$ cat config.mk
export PLATFORM = sky130hd
export DESIGN_NAME = wcb_top
export DESIGN_NICKNAME = d
export VERILOG_FILES = /design/src/rtl/wcb_pkg.sv /design/src/rtl/wcb_entry.sv /design/src/rtl/wcb_age.sv /design/src/rtl/wcb_drain.sv /design/src/rtl/wcb_top.sv
export SDC_FILE = /design/constraint.sdc
export NUM_CORES = 2
export LEC_CHECK = 0
export BUFFER_PORTS_ARGS = -buffer_cell sky130_fd_sc_hd__buf_2
export CAP_MARGIN = 20
export CORE_AREA = 4 4 515 517
export DETAILED_ROUTE_END_ITERATION = 16
export DIE_AREA = 0 0 519 521
export GPL_ROUTABILITY_DRIVEN = 0
export PLACE_DENSITY = 0.66
export SLEW_MARGIN = 20
export SYNTH_ARGS = -nofsm -noshare
export SYNTH_HDL_FRONTEND = slang
export SYNTH_SLANG_ARGS = --single-unit
$ cat constraint.sdc
create_clock -name clk -period 11.6 [get_ports clk]
set_clock_uncertainty 0.15 [all_clocks]
set_input_delay 1.16 -clock clk [delete_from_list [all_inputs] [get_ports clk]]
set_output_delay 1.16 -clock clk [all_outputs]
set_load 0.005 [all_outputs]
$ cat src/rtl/wcb_pkg.sv
package wcb_pkg;

  typedef enum logic [0:0] {
    DRN_IDLE = 1'b0,
    DRN_SEND = 1'b1
  } drn_state_e;

  function automatic int unsigned width_of(input int unsigned n);
    return (n <= 1) ? 1 : $clog2(n);
  endfunction

endpackage

$ cat src/rtl/wcb_entry.sv
module wcb_entry #(
  parameter int TAG_W      = 26,
  parameter int LINE_BYTES = 64,
  parameter int WORD_BYTES = 8,
  localparam int LINE_W = LINE_BYTES * 8,
  localparam int WORD_W = WORD_BYTES * 8,
  localparam int WORDS  = LINE_BYTES / WORD_BYTES,
  localparam int WSEL_W = wcb_pkg::width_of(WORDS)
) (
  input  logic                  clk,
  input  logic                  rst_n,
  input  logic                  alloc_en,
  input  logic                  merge_en,
  input  logic                  clr_en,
  input  logic                  pend_set,
  input  logic [TAG_W-1:0]      wr_tag,
  input  logic [WSEL_W-1:0]     wr_word,
  input  logic [WORD_W-1:0]     wr_data,
  input  logic [WORD_BYTES-1:0] wr_be,
  output logic                  ent_valid,
  output logic                  ent_pend,
  output logic [TAG_W-1:0]      ent_tag,
  output logic [LINE_BYTES-1:0] ent_mask,
  output logic [LINE_W-1:0]     ent_data
);

  logic [LINE_BYTES-1:0] lane_be;
  logic [LINE_W-1:0]     lane_data;

  for (genvar b = 0; b < LINE_BYTES; b++) begin : g_lane
    assign lane_be[b] = (wr_word == WSEL_W'(b / WORD_BYTES)) && wr_be[b % WORD_BYTES];
    assign lane_data[8*b +: 8] = wr_data[8*(b % WORD_BYTES) +: 8];
  end

  logic                  valid_q, valid_d;
  logic                  pend_q, pend_d;
  logic [TAG_W-1:0]      tag_q, tag_d;
  logic [LINE_BYTES-1:0] mask_q, mask_d;
  logic [LINE_W-1:0]     data_q, data_d;
  logic                  data_en;

  assign data_en = alloc_en | merge_en;

  always_comb begin
    valid_d = valid_q;
    tag_d   = tag_q;
    mask_d  = mask_q;
    data_d  = data_q;
    if (clr_en) begin
      valid_d = 1'b0;
      mask_d  = '0;
    end else if (alloc_en) begin
      valid_d = 1'b1;
      tag_d   = wr_tag;
      mask_d  = lane_be;
      for (int b = 0; b < LINE_BYTES; b++) begin
        data_d[8*b +: 8] = lane_be[b] ? lane_data[8*b +: 8] : 8'h00;
      end
    end else if (merge_en) begin
      mask_d = mask_q | lane_be;
      for (int b = 0; b < LINE_BYTES; b++) begin
        if (lane_be[b]) data_d[8*b +: 8] = lane_data[8*b +: 8];
      end
    end
    pend_d = !clr_en && valid_d && (pend_q || pend_set || (&mask_d));
  end

  always_ff @(posedge clk or negedge rst_n) begin
    if (!rst_n) begin
      valid_q <= 1'b0;
      pend_q  <= 1'b0;
      tag_q   <= '0;
      mask_q  <= '0;
    end else begin
      valid_q <= valid_d;
      pend_q  <= pend_d;
      mask_q  <= mask_d;
      if (data_en) tag_q <= tag_d;
    end
  end

  always_ff @(posedge clk) begin
    if (data_en) data_q <= data_d;
  end

  assign ent_valid = valid_q;
  assign ent_pend  = pend_q;
  assign ent_tag   = tag_q;
  assign ent_mask  = mask_q;
  assign ent_data  = data_q;

  // an occupied entry always holds at least one written byte
  a_r2_mask_nonempty: assert property (@(posedge clk) disable iff (!rst_n)
    valid_q |-> (mask_q != '0));

  // the top never merges into an entry that waits for memory
  a_r9_no_merge_pending: assert property (@(posedge clk) disable iff (!rst_n)
    merge_en |-> !pend_q);

endmodule

$ cat src/rtl/wcb_age.sv
module wcb_age #(
  parameter int N = 4
) (
  input  logic         clk,
  input  logic         rst_n,
  input  logic [N-1:0] alloc_oh,
  input  logic [N-1:0] cand_a,
  input  logic [N-1:0] cand_b,
  output logic [N-1:0] pick_a,
  output logic [N-1:0] pick_b
);

  // older_q[i][j] set: entry i was allocated before entry j
  logic [N-1:0][N-1:0] older_q, older_d;

  always_comb begin
    older_d = older_q;
    for (int k = 0; k < N; k++) begin
      if (alloc_oh[k]) begin
        for (int j = 0; j < N; j++) begin
          if (j != k) begin
            older_d[k][j] = 1'b0;
            older_d[j][k] = 1'b1;
          end
        end
      end
    end
  end

  always_ff @(posedge clk or negedge rst_n) begin
    if (!rst_n) older_q <= '0;
    else if (|alloc_oh) older_q <= older_d;
  end

  always_comb begin
    for (int i = 0; i < N; i++) begin
      pick_a[i] = cand_a[i];
      pick_b[i] = cand_b[i];
      for (int j = 0; j < N; j++) begin
        if (j != i && cand_a[j] && !older_q[i][j]) pick_a[i] = 1'b0;
        if (j != i && cand_b[j] && !older_q[i][j]) pick_b[i] = 1'b0;
      end
    end
  end

  // exactly one oldest among occupied entries
  a_r6_one_oldest: assert property (@(posedge clk) disable iff (!rst_n)
    (|cand_a) |-> ($countones(pick_a) == 1));

  // exactly one oldest among entries waiting to drain
  a_r7_one_oldest_pending: assert property (@(posedge clk) disable iff (!rst_n)
    (|cand_b) |-> ($countones(pick_b) == 1));

endmodule

$ cat src/rtl/wcb_drain.sv
module wcb_drain #(
  parameter int N       = 4,
  parameter int MAX_OUT = 4,
  localparam int CNT_W  = $clog2(MAX_OUT + 1)
) (
  input  logic         clk,
  input  logic         rst_n,
  input  logic [N-1:0] pend,
  input  logic [N-1:0] pick_pend,
  input  logic         mw_ready,
  input  logic         mw_ack,
  output logic [N-1:0] sel_oh,
  output logic         mw_valid,
  output logic         fire,
  output logic         owed_none
);

  import wcb_pkg::*;

  drn_state_e       state_q, state_d;
  logic [N-1:0]     sel_q, sel_d;
  logic [CNT_W-1:0] cnt_q, cnt_d;
  logic             start;

  assign start = (state_q == DRN_IDLE) && (|pend) && (cnt_q < CNT_W'(MAX_OUT));
  assign fire  = (state_q == DRN_SEND) && mw_ready;

  always_comb begin
    state_d = state_q;
    sel_d   = sel_q;
    if (start) begin
      state_d = DRN_SEND;
      sel_d   = pick_pend;
    end else if (fire) begin
      state_d = DRN_IDLE;
      sel_d   = '0;
    end
    cnt_d = cnt_q;
    case ({fire, mw_ack})
      2'b10:   cnt_d = cnt_q + CNT_W'(1);
      2'b01:   cnt_d = cnt_q - CNT_W'(1);
      default: cnt_d = cnt_q;
    endcase
  end

  always_ff @(posedge clk or negedge rst_n) begin
    if (!rst_n) begin
      state_q <= DRN_IDLE;
      sel_q   <= '0;
      cnt_q   <= '0;
    end else begin
      state_q <= state_d;
      if (start || fire) sel_q <= sel_d;
      cnt_q   <= cnt_d;
    end
  end

  assign sel_oh    = sel_q;
  assign mw_valid  = (state_q == DRN_SEND);
  assign owed_none = (cnt_q == '0);

  // request and selected entry stay put under back-pressure
  a_r10_hold: assert property (@(posedge clk) disable iff (!rst_n)
    (mw_valid && !mw_ready) |=> (mw_valid && $stable(sel_oh)));

  // never more writes outstanding than allowed
  a_r11_cap: assert property (@(posedge clk) disable iff (!rst_n)
    cnt_q <= CNT_W'(MAX_OUT));

  // an acknowledge only arrives for a write still owed
  a_r8_ack_owed: assert property (@(posedge clk) disable iff (!rst_n)
    mw_ack |-> (cnt_q != '0));

  // the entry being sent is one flagged for draining
  a_r9_send_pending: assert property (@(posedge clk) disable iff (!rst_n)
    mw_valid |-> (|(sel_q & pend)));

endmodule

$ cat src/rtl/wcb_top.sv
module wcb_top #(
  parameter int ADDR_W     = 32,
  parameter int LINE_BYTES = 64,
  parameter int WORD_BYTES = 8,
  parameter int NUM_ENT    = 4,
  parameter int MAX_OUT    = 4,
  localparam int LINE_W = LINE_BYTES * 8,
  localparam int WORD_W = WORD_BYTES * 8,
  localparam int OFF_W  = $clog2(LINE_BYTES),
  localparam int WB_LSB = $clog2(WORD_BYTES),
  localparam int WSEL_W = wcb_pkg::width_of(LINE_BYTES / WORD_BYTES),
  localparam int TAG_W  = ADDR_W - OFF_W
) (
  input  logic                  clk,
  input  logic                  rst_n,
  input  logic                  st_valid,
  output logic                  st_ready,
  input  logic [ADDR_W-1:0]     st_addr,
  input  logic [WORD_W-1:0]     st_data,
  input  logic [WORD_BYTES-1:0] st_be,
  input  logic                  fence_req,
  output logic                  fence_done,
  output logic                  mw_valid,
  input  logic                  mw_ready,
  output logic [ADDR_W-1:0]     mw_addr,
  output logic [LINE_W-1:0]     mw_data,
  output logic [LINE_BYTES-1:0] mw_be,
  output logic                  mw_full,
  input  logic                  mw_ack
);

  logic [TAG_W-1:0]      st_tag;
  logic [WSEL_W-1:0]     st_word;
  logic [NUM_ENT-1:0]    valid, pend, hit_vec, free_oh, alloc_oh, merge_vec;
  logic [NUM_ENT-1:0]    clr_vec, pend_set, oldest_valid, oldest_pend, sel_oh;
  logic [TAG_W-1:0]      tag_a  [NUM_ENT];
  logic [LINE_BYTES-1:0] mask_a [NUM_ENT];
  logic [LINE_W-1:0]     data_a [NUM_ENT];
  logic                  hit, hit_pend, any_free, accept, evict_need, fire, owed_none;
  logic [TAG_W-1:0]      mw_tag;

  assign st_tag  = st_addr[ADDR_W-1:OFF_W];
  assign st_word = st_addr[OFF_W-1:WB_LSB];

  always_comb begin
    logic found;
    found = 1'b0;
    for (int i = 0; i < NUM_ENT; i++) begin
      free_oh[i] = !valid[i] && !found;
      found      = found | !valid[i];
    end
  end

  assign hit        = |hit_vec;
  assign hit_pend   = |(hit_vec & pend);
  assign any_free   = |(~valid);
  assign st_ready   = !fence_req && !hit_pend && (hit || any_free);
  assign accept     = st_valid && st_ready;
  assign evict_need = st_valid && !fence_req && !hit && !any_free;
  assign alloc_oh   = (accept && !hit) ? free_oh : '0;
  assign merge_vec  = accept ? hit_vec : '0;
  assign clr_vec    = fire ? sel_oh : '0;
  assign pend_set   = (fence_req ? valid : '0) | (evict_need ? oldest_valid : '0);

  for (genvar i = 0; i < NUM_ENT; i++) begin : g_ent
    assign hit_vec[i] = valid[i] && (tag_a[i] == st_tag);

    wcb_entry #(
      .TAG_W      (TAG_W),
      .LINE_BYTES (LINE_BYTES),
      .WORD_BYTES (WORD_BYTES)
    ) u_ent (
      .clk       (clk),
      .rst_n     (rst_n),
      .alloc_en  (alloc_oh[i]),
      .merge_en  (merge_vec[i]),
      .clr_en    (clr_vec[i]),
      .pend_set  (pend_set[i]),
      .wr_tag    (st_tag),
      .wr_word   (st_word),
      .wr_data   (st_data),
      .wr_be     (st_be),
      .ent_valid (valid[i]),
      .ent_pend  (pend[i]),
      .ent_tag   (tag_a[i]),
      .ent_mask  (mask_a[i]),
      .ent_data  (data_a[i])
    );
  end

  wcb_age #(.N(NUM_ENT)) u_age (
    .clk      (clk),
    .rst_n    (rst_n),
    .alloc_oh (alloc_oh),
    .cand_a   (valid),
    .cand_b   (pend),
    .pick_a   (oldest_valid),
    .pick_b   (oldest_pend)
  );

  wcb_drain #(.N(NUM_ENT), .MAX_OUT(MAX_OUT)) u_drain (
    .clk       (clk),
    .rst_n     (rst_n),
    .pend      (pend),
    .pick_pend (oldest_pend),
    .mw_ready  (mw_ready),
    .mw_ack    (mw_ack),
    .sel_oh    (sel_oh),
    .mw_valid  (mw_valid),
    .fire      (fire),
    .owed_none (owed_none)
  );

  always_comb begin
    mw_tag  = '0;
    mw_data = '0;
    mw_be   = '0;
    for (int i = 0; i < NUM_ENT; i++) begin
      if (sel_oh[i]) begin
        mw_tag  = mw_tag  | tag_a[i];
        mw_data = mw_data | data_a[i];
        mw_be   = mw_be   | mask_a[i];
      end
    end
  end

  assign mw_addr    = {mw_tag, {OFF_W{1'b0}}};
  assign mw_full    = &mw_be;
  assign fence_done = fence_req && !(|valid) && owed_none;

  logic dup_tag;
  always_comb begin
    dup_tag = 1'b0;
    for (int i = 0; i < NUM_ENT; i++) begin
      for (int j = i + 1; j < NUM_ENT; j++) begin
        if (valid[i] && valid[j] && tag_a[i] == tag_a[j]) dup_tag = 1'b1;
      end
    end
  end

  // a line is never held in two entries
  a_r2_one_entry_per_line: assert property (@(posedge clk) disable iff (!rst_n)
    !dup_tag);

  // store addresses are word-aligned
  a_r2_aligned: assert property (@(posedge clk) disable iff (!rst_n)
    st_valid |-> (st_addr[WB_LSB-1:0] == '0));

  // the fence is never answered while a write is on the port
  a_r8_done_quiet: assert property (@(posedge clk) disable iff (!rst_n)
    fence_done |-> !mw_valid);

endmodule

=== Yosys cells after proc, flatten, opt, wreduce, memory -nomap -nowiden ===
Index checks and enable logic that the tools add are counted.

* Input bits: 110
* Register bits: 2,436

* Reductions and logical operators: 700
* Magnitude comparators: 1
* $add $sub $neg: 2
* Muxes and demuxes: 216
* Bitwise gates (word level): 27
* Equality and inequality tests: 13

{| class="wikitable"
|+ Operators by type and width
! operator !! number
|-
| two-way mux 512 bit || 12
|-
| bitwise OR 512 bit || 3
|-
| two-way mux 64 bit || 16
|-
| two-way mux 8 bit || 128
|-
| AND reduction 4 bit || 256
|-
| nonzero test 2 bit || 268
|-
| bitwise OR 64 bit || 7
|-
| AND reduction 64 bit || 5
|-
| logical AND 1 bit || 115
|-
| equality test 26 bit || 4
|-
| two-way mux 26 bit || 4
|-
| bitwise OR 26 bit || 3
|-
| two-way mux 1 bit || 44
|-
| two-way mux 4 bit || 9
|-
| logical NOT 1 bit || 27
|-
| OR reduction 4 bit || 6
|-
| AND reduction 2 bit || 7
|-
| equality test 3 bit (second input constant) || 4
|-
| AND reduction 3 bit || 4
|-
| logical OR 1 bit || 10
|-
| equality test 3 x 2 -> 1 bit (second input constant) || 2
|-
| logical NOT 3 bit || 2
|-
| bitwise OR 1 bit || 6
|-
| one-hot mux 3 bit (2 select lines) || 1
|-
| 11 further kinds || 16
|}

=== Logic depth before layout (Yosys ltp) ===
* Word-level depth: 15
* Mapped depth: 17
* Gate-level depth less buffers: 12

=== By module ===
From an unflattened synthesis, not the netlist that was laid out.

* Cells, all modules: 9,443
* Area total of the unflattened synthesis: 112,210.1 µm²

{| class="wikitable"
|+ Modules (own cells, without submodules)
! module !! instances !! sequential area each (µm²) !! cells an instance !! area each (µm²)
|-
| wcb_entry || 4 || 17,677.0 || 1,753 || 24,217.0
|-
| wcb_top || 1 || 0.0 || 2,332 || 14,316.2
|-
| wcb_age || 1 || 300.3 || 61 || 620.6
|-
| wcb_drain || 1 || 200.2 || 38 || 405.4
|}

=== Worst setup path before layout ===
OpenSTA, ideal clock, no wires.

* Path kind: input to register
* From: in st_addr[28]
* To: reg g_ent[0].u_ent.data_q[24], enable pin
* Cell stages on the path: 13
* Path buffers: 6
* Path slack: 6.814 ns
* Arrival: 4.280 ns
* Library setup time: 0.357 ns
* Path through: buf_2 -> xor2_1 -> a211o_1 -> nor4_1 -> nand3_1 -> o2111a_1 -> nand4_1 -> clkbuf_1 -> clkbuf_1 -> clkbuf_1 -> buf_2 -> clkbuf_1 -> o21ai_0

* Longest elaborated chain between the ends: 12
* Elaborated cells between the ends (all ways): 24

{| class="wikitable"
|+ RTL lines
! what !! line !! text
|-
| from (decl) || wcb_top.sv:18 || <nowiki>input logic [ADDR_W-1:0] st_addr,</nowiki>
|-
| equality test 26 bit || wcb_top.sv:66 || <nowiki>assign hit_vec[i] = valid[i] && (tag_a[i] == st_tag);</nowiki>
|-
| logical AND 1 bit || wcb_top.sv:66 ||
|-
| AND 4 bit || wcb_top.sv:55 || <nowiki>assign hit_pend = |(hit_vec & pend);</nowiki>
|-
| OR reduction 4 bit || wcb_top.sv:55 ||
|-
| logical NOT 1 bit || wcb_top.sv:57 || <nowiki>assign st_ready = !fence_req && !hit_pend && (hit || any_free);</nowiki>
|-
| logical AND 1 bit (2 in series) || wcb_top.sv:57 ||
|-
| logical AND 1 bit || wcb_top.sv:58 || <nowiki>assign accept = st_valid && st_ready;</nowiki>
|-
| logical AND 1 bit || wcb_top.sv:60 || <nowiki>assign alloc_oh = (accept && !hit) ? free_oh : '0;</nowiki>
|-
| two-way mux 4 bit || wcb_top.sv:60 ||
|-
| nonzero test 2 bit (no source line) or bitwise OR 1 bit (tied branches) || n/a ||
|-
| AND reduction 4 bit (no source line) * || n/a ||
|-
| to (signal assigned) || wcb_entry.sv:83 || <nowiki>if (data_en) data_q <= data_d;</nowiki>
|-
| to (decl) || wcb_entry.sv:39 || <nowiki>logic [LINE_W-1:0] data_q, data_d;</nowiki>
|}

Mark *: on every way between the ends. The rest lies on a longest branch, timed or not.
A chain may end at the register's enable or synchronous reset.

=== Worst setup path after layout ===
* From: reg u_drain.sel_q[1] (netlist: u_drain.sel_oh[1])
* To: out mw_full

* Longest elaborated chain between the ends: 6

{| class="wikitable"
|+ RTL lines
! what !! line !! text
|-
| from (decl) || wcb_drain.sv:21 || <nowiki>logic [N-1:0] sel_q, sel_d;</nowiki>
|-
| from (signal assigned) || wcb_drain.sv:53 || <nowiki>if (start || fire) sel_q <= sel_d;</nowiki>
|-
| two-way mux 64 bit * || wcb_top.sv:119 || <nowiki>if (sel_oh[i]) begin</nowiki>
|-
| bitwise OR 64 bit || wcb_top.sv:122 || <nowiki>mw_be = mw_be | mask_a[i];</nowiki>
|-
| two-way mux 64 bit * || wcb_top.sv:119 ||
|-
| bitwise OR 64 bit || wcb_top.sv:122 ||
|-
| two-way mux 64 bit * || wcb_top.sv:119 ||
|-
| AND reduction 64 bit * || wcb_top.sv:128 || <nowiki>assign mw_full = &mw_be;</nowiki>
|-
| to (decl) || wcb_top.sv:28 || <nowiki>output logic mw_full,</nowiki>
|}

Marks and branches as above.

==> results.sh <==
export IMPL_status="complete, no violations"
export IMPL_grt_max_degree=203
export IMPL_hpwl_um=232000
export IMPL_design_core_area_um2=261000
export IMPL_hold_viol=0
export IMPL_p_clk_share_pct=31.0
export IMPL_seq_area_frac_synth_pct=65.3
export IMPL_die_w_um=519
export IMPL_yosysTopAreaCell="edfxtp_1"
export IMPL_grt_usage_pct=25.9
export IMPL_synth_top_family_by_area="simple AND/OR/NAND/NOR gates"
export IMPL_ff_latch_area_um2=71200
export IMPL_cts_htree_levels=5
export IMPL_avgViaCountPerCell=5.91
export IMPL_postSynth_asyncResetShare_pct=15.9
export IMPL_port_buffer_count=712
export IMPL_antenna_found_initial=29
export IMPL_layout_drive_gt1_share_pct=14.1
export IMPL_leakage_nw=45.4
export IMPL_area_growth_pct=13.5
export IMPL_antenna_left=0
export IMPL_rsz0062_at_grt="no"
export IMPL_gr_total_overflow=0
export IMPL_place_ws_ps=4760
export IMPL_min_period_ps=7260
export IMPL_cp_end_kind="primary output"
export IMPL_synthFlopType="edfxtp_1"
export IMPL_worstPathArrival_ps=5950
export IMPL_firstDrtPassIters=6
export IMPL_powerDensity_nw_per_um2=223
export IMPL_fmax_mhz=138
export IMPL_synth_edff_count=2048
export IMPL_fin_crit_sh_pct=62.6
export IMPL_crit_fanout=129
export IMPL_wl_um=362000
export IMPL_r2r_start="g_ent[3].u_ent.ent_tag[25]"
export IMPL_synth_area_leaders="edfxtp_1 56%, and2_1 9.2%, dfrtp_1 8.9%, a22oi_1 8.4%, nand2_1 3.8%"
export IMPL_postCtsHoldBufs=0
export IMPL_critPathSlowestCell="buf_4"
export IMPL_synth_simple_gate_area_share_pct=17.4
export IMPL_whs_ps=44.1
export IMPL_cts_made_buffers=284
export IMPL_layout_setup_ws_ps=4340
export IMPL_critPathBufInv=4
export IMPL_io_pins=722
export IMPL_final_util_pct=47.4
export IMPL_syn_avg_cell_area_um2=12.2
export IMPL_synth_commonest_cells="2048 x edfxtp_1, 1600 x and2_1, 1220 x a22oi_1, 1106 x nand2_1, 642 x clkbuf_1"
export IMPL_cap_violations=0
export IMPL_hp_class="in2async"
export IMPL_path_clk_slew_ps=60
export IMPL_syn_area_um2=109000
export IMPL_synthXorXnorAreaFrac_pct=0.851
export IMPL_setup_viol=0
export IMPL_vias=76300
export IMPL_ctsResizeCount=0
export IMPL_worstMarginPinSlew_ps=1210
export IMPL_cp_start_kind="flop"
export IMPL_power_switching_mw=9.18
export IMPL_r2r_end="g_ent[2].u_ent.ent_data[361]"
export IMPL_grt_pass1_wl_um=515000
export IMPL_grt_pass1_vias=74900
export IMPL_ys_types=88
export IMPL_avgRoutedWirePerCell_um=28.1
export IMPL_reg2reg_depth=11
export IMPL_clock_sinks=2436
export IMPL_synth_seq_cells=2436
export IMPL_synthAdderAreaFrac_pct=0.0298
export IMPL_multiInputGateArea_um2=35000
export IMPL_cpPeakStageDelay_ps=750
export IMPL_drt_initial_drc_count=9483
export IMPL_comb_power_share_pct=27.1
export IMPL_synth_most_common_cell="edfxtp_1"
export IMPL_yosys_mux_area_fraction_pct=1.04
export IMPL_path_delay_family="simple AND/OR/NAND/NOR gates"
export IMPL_clk_path_buf_depth=4
export IMPL_postCtsSetupRepairBufs=0
export IMPL_finalSetupTns_ps=0
export IMPL_relSlewSlack_pct=19.3
export IMPL_switching_share_pct=33.3
export IMPL_n_fill_cell=23000
export IMPL_ir_drop_mv=0.175
export IMPL_dieArea_um2=270000
export IMPL_num_rows=188
export IMPL_dpl_cell_area_um2=115000
export IMPL_fin_area_um2=124000
export IMPL_die_height_um=521
export IMPL_power_frac_seq_pct=41.8
export IMPL_cts_root_buf="clkbuf_16"
export IMPL_start_util_pct=41.8
export IMPL_crit_path_cell_trace="buf_12 -> buf_16 -> buf_4 -> a22oi_1 -> nand2_1 -> nand4_1 -> or4_1 -> nor4_1 -> nor4b_1 -> buf_2"
export IMPL_drv_slew=0
export IMPL_yosysWarningCount=0
export IMPL_rrSetupSlack_ps=5590
export IMPL_drc=0
export IMPL_synth_top_area_share_pct=56.4
export IMPL_clk_latency_ps=990
export IMPL_cts_tree="yes"
export IMPL_layout_nets=9378
export IMPL_critPathKind="reg2out"
export IMPL_netlist_instances=8919
export IMPL_required_ps=10290
export IMPL_intPower_mw=18.4
export IMPL_synth_compound_area_share_pct=12.6
[area by class of cell]
class	count	share of cell area (%)
Sequential cell	2436	57.5
Multi-Input combinational cell	5722	28.3
Clock buffer	361	6.23
Timing Repair Buffer	800	3.54
Tap cell	3420	3.46
Clock inverter	120	0.843
Inverter	22	0.0667
Antenna cell	17	0.0344
[flip-flops by register name, summed over array words and instances, names as in the netlist]
signal / cells
u_drain.cnt_q: 3
u_drain.mw_valid: 1
g_ent.u_ent.ent_data: 2048
u_drain.sel_oh: 4
g_ent.u_ent.ent_valid: 4
g_ent.u_ent.ent_mask: 256
u_age.older_q: 12
g_ent.u_ent.ent_pend: 4
g_ent.u_ent.ent_tag: 104
[cell usage in the layout (no fill, tap or decap), types with 22 or more instances in the layout]
cell / count
nand4_1: 56
clkinv_1: 49
nand3_1: 41
nor2_1: 158
edfxtp_1: 2048
o21ai_1: 205
clkbuf_1: 56
xnor2_1: 103
nand2_1: 1099
buf_4: 68
a22oi_1: 1220
mux2_2: 100
clkbuf_16: 293
o21ai_0: 259
a21oi_1: 45
dfrtp_1: 384
a31oi_1: 22
buf_2: 716
nor2b_1: 481
a21o_1: 74
clkinv_2: 36
and2_1: 1599
[metrics by stage]
step | std cells | power [mW]
3_5_place_dp | 12400 | 19.1
5_1_grt | 12900 | 28.6
2_1_floorplan | 8924 | 15.4
4_1_cts | 12900 | 27.6
3_3_place_gp | 12400 | 18.9
6_report | 12900 | 27.6
[worst max path at each step]
stage                      start                      endpoint  cells after the start
6_report       u_drain.sel_oh[1]                       mw_full                     10
5_1_grt        u_drain.sel_oh[1]                       mw_full                     10
4_1_cts        u_drain.sel_oh[2]                       mw_full                      8
3_5_place_dp         st_addr[30]  g_ent[3].u_ent.ent_data[384]                     11
3_3_place_gp         st_addr[30]  g_ent[3].u_ent.ent_data[250]                     11
2_1_floorplan        st_addr[28]   g_ent[0].u_ent.ent_data[24]                     13
[metal layers]
layer	up-vias	wire [um]	global-route usage, %
met1	38000	139000	33.9
met3	916	38800	6.63
met2	4344	162000	39.3
met5	-	91	0
met4	14	22800	14.3
li1	33000	-	-
[cell families (layout without fill, tap and decap cells)]
group	Yosys count	after routing
AOI/OAI and AO/OA	1984	1984
other	1	23
DFF	2436	2436
and+or+nand+nor	3523	3523
adders and majority gates	2	2
buffers and inverters	766	1303
muxes	101	101
xor gates and xnor gates	106	106
[power by group through the flow]
stage | registers [mW] | logic, mW | clock network, mW
floorplan | 11.4 | 3.99 | 0
global placement | 11.6 | 7.23 | 0
detailed placement | 11.7 | 7.38 | 0
CTS | 11.5 | 7.41 | 8.65
global route | 11.6 | 7.98 | 9.03
finish | 11.5 | 7.47 | 8.55
Power figures use the tool's default switching activity.
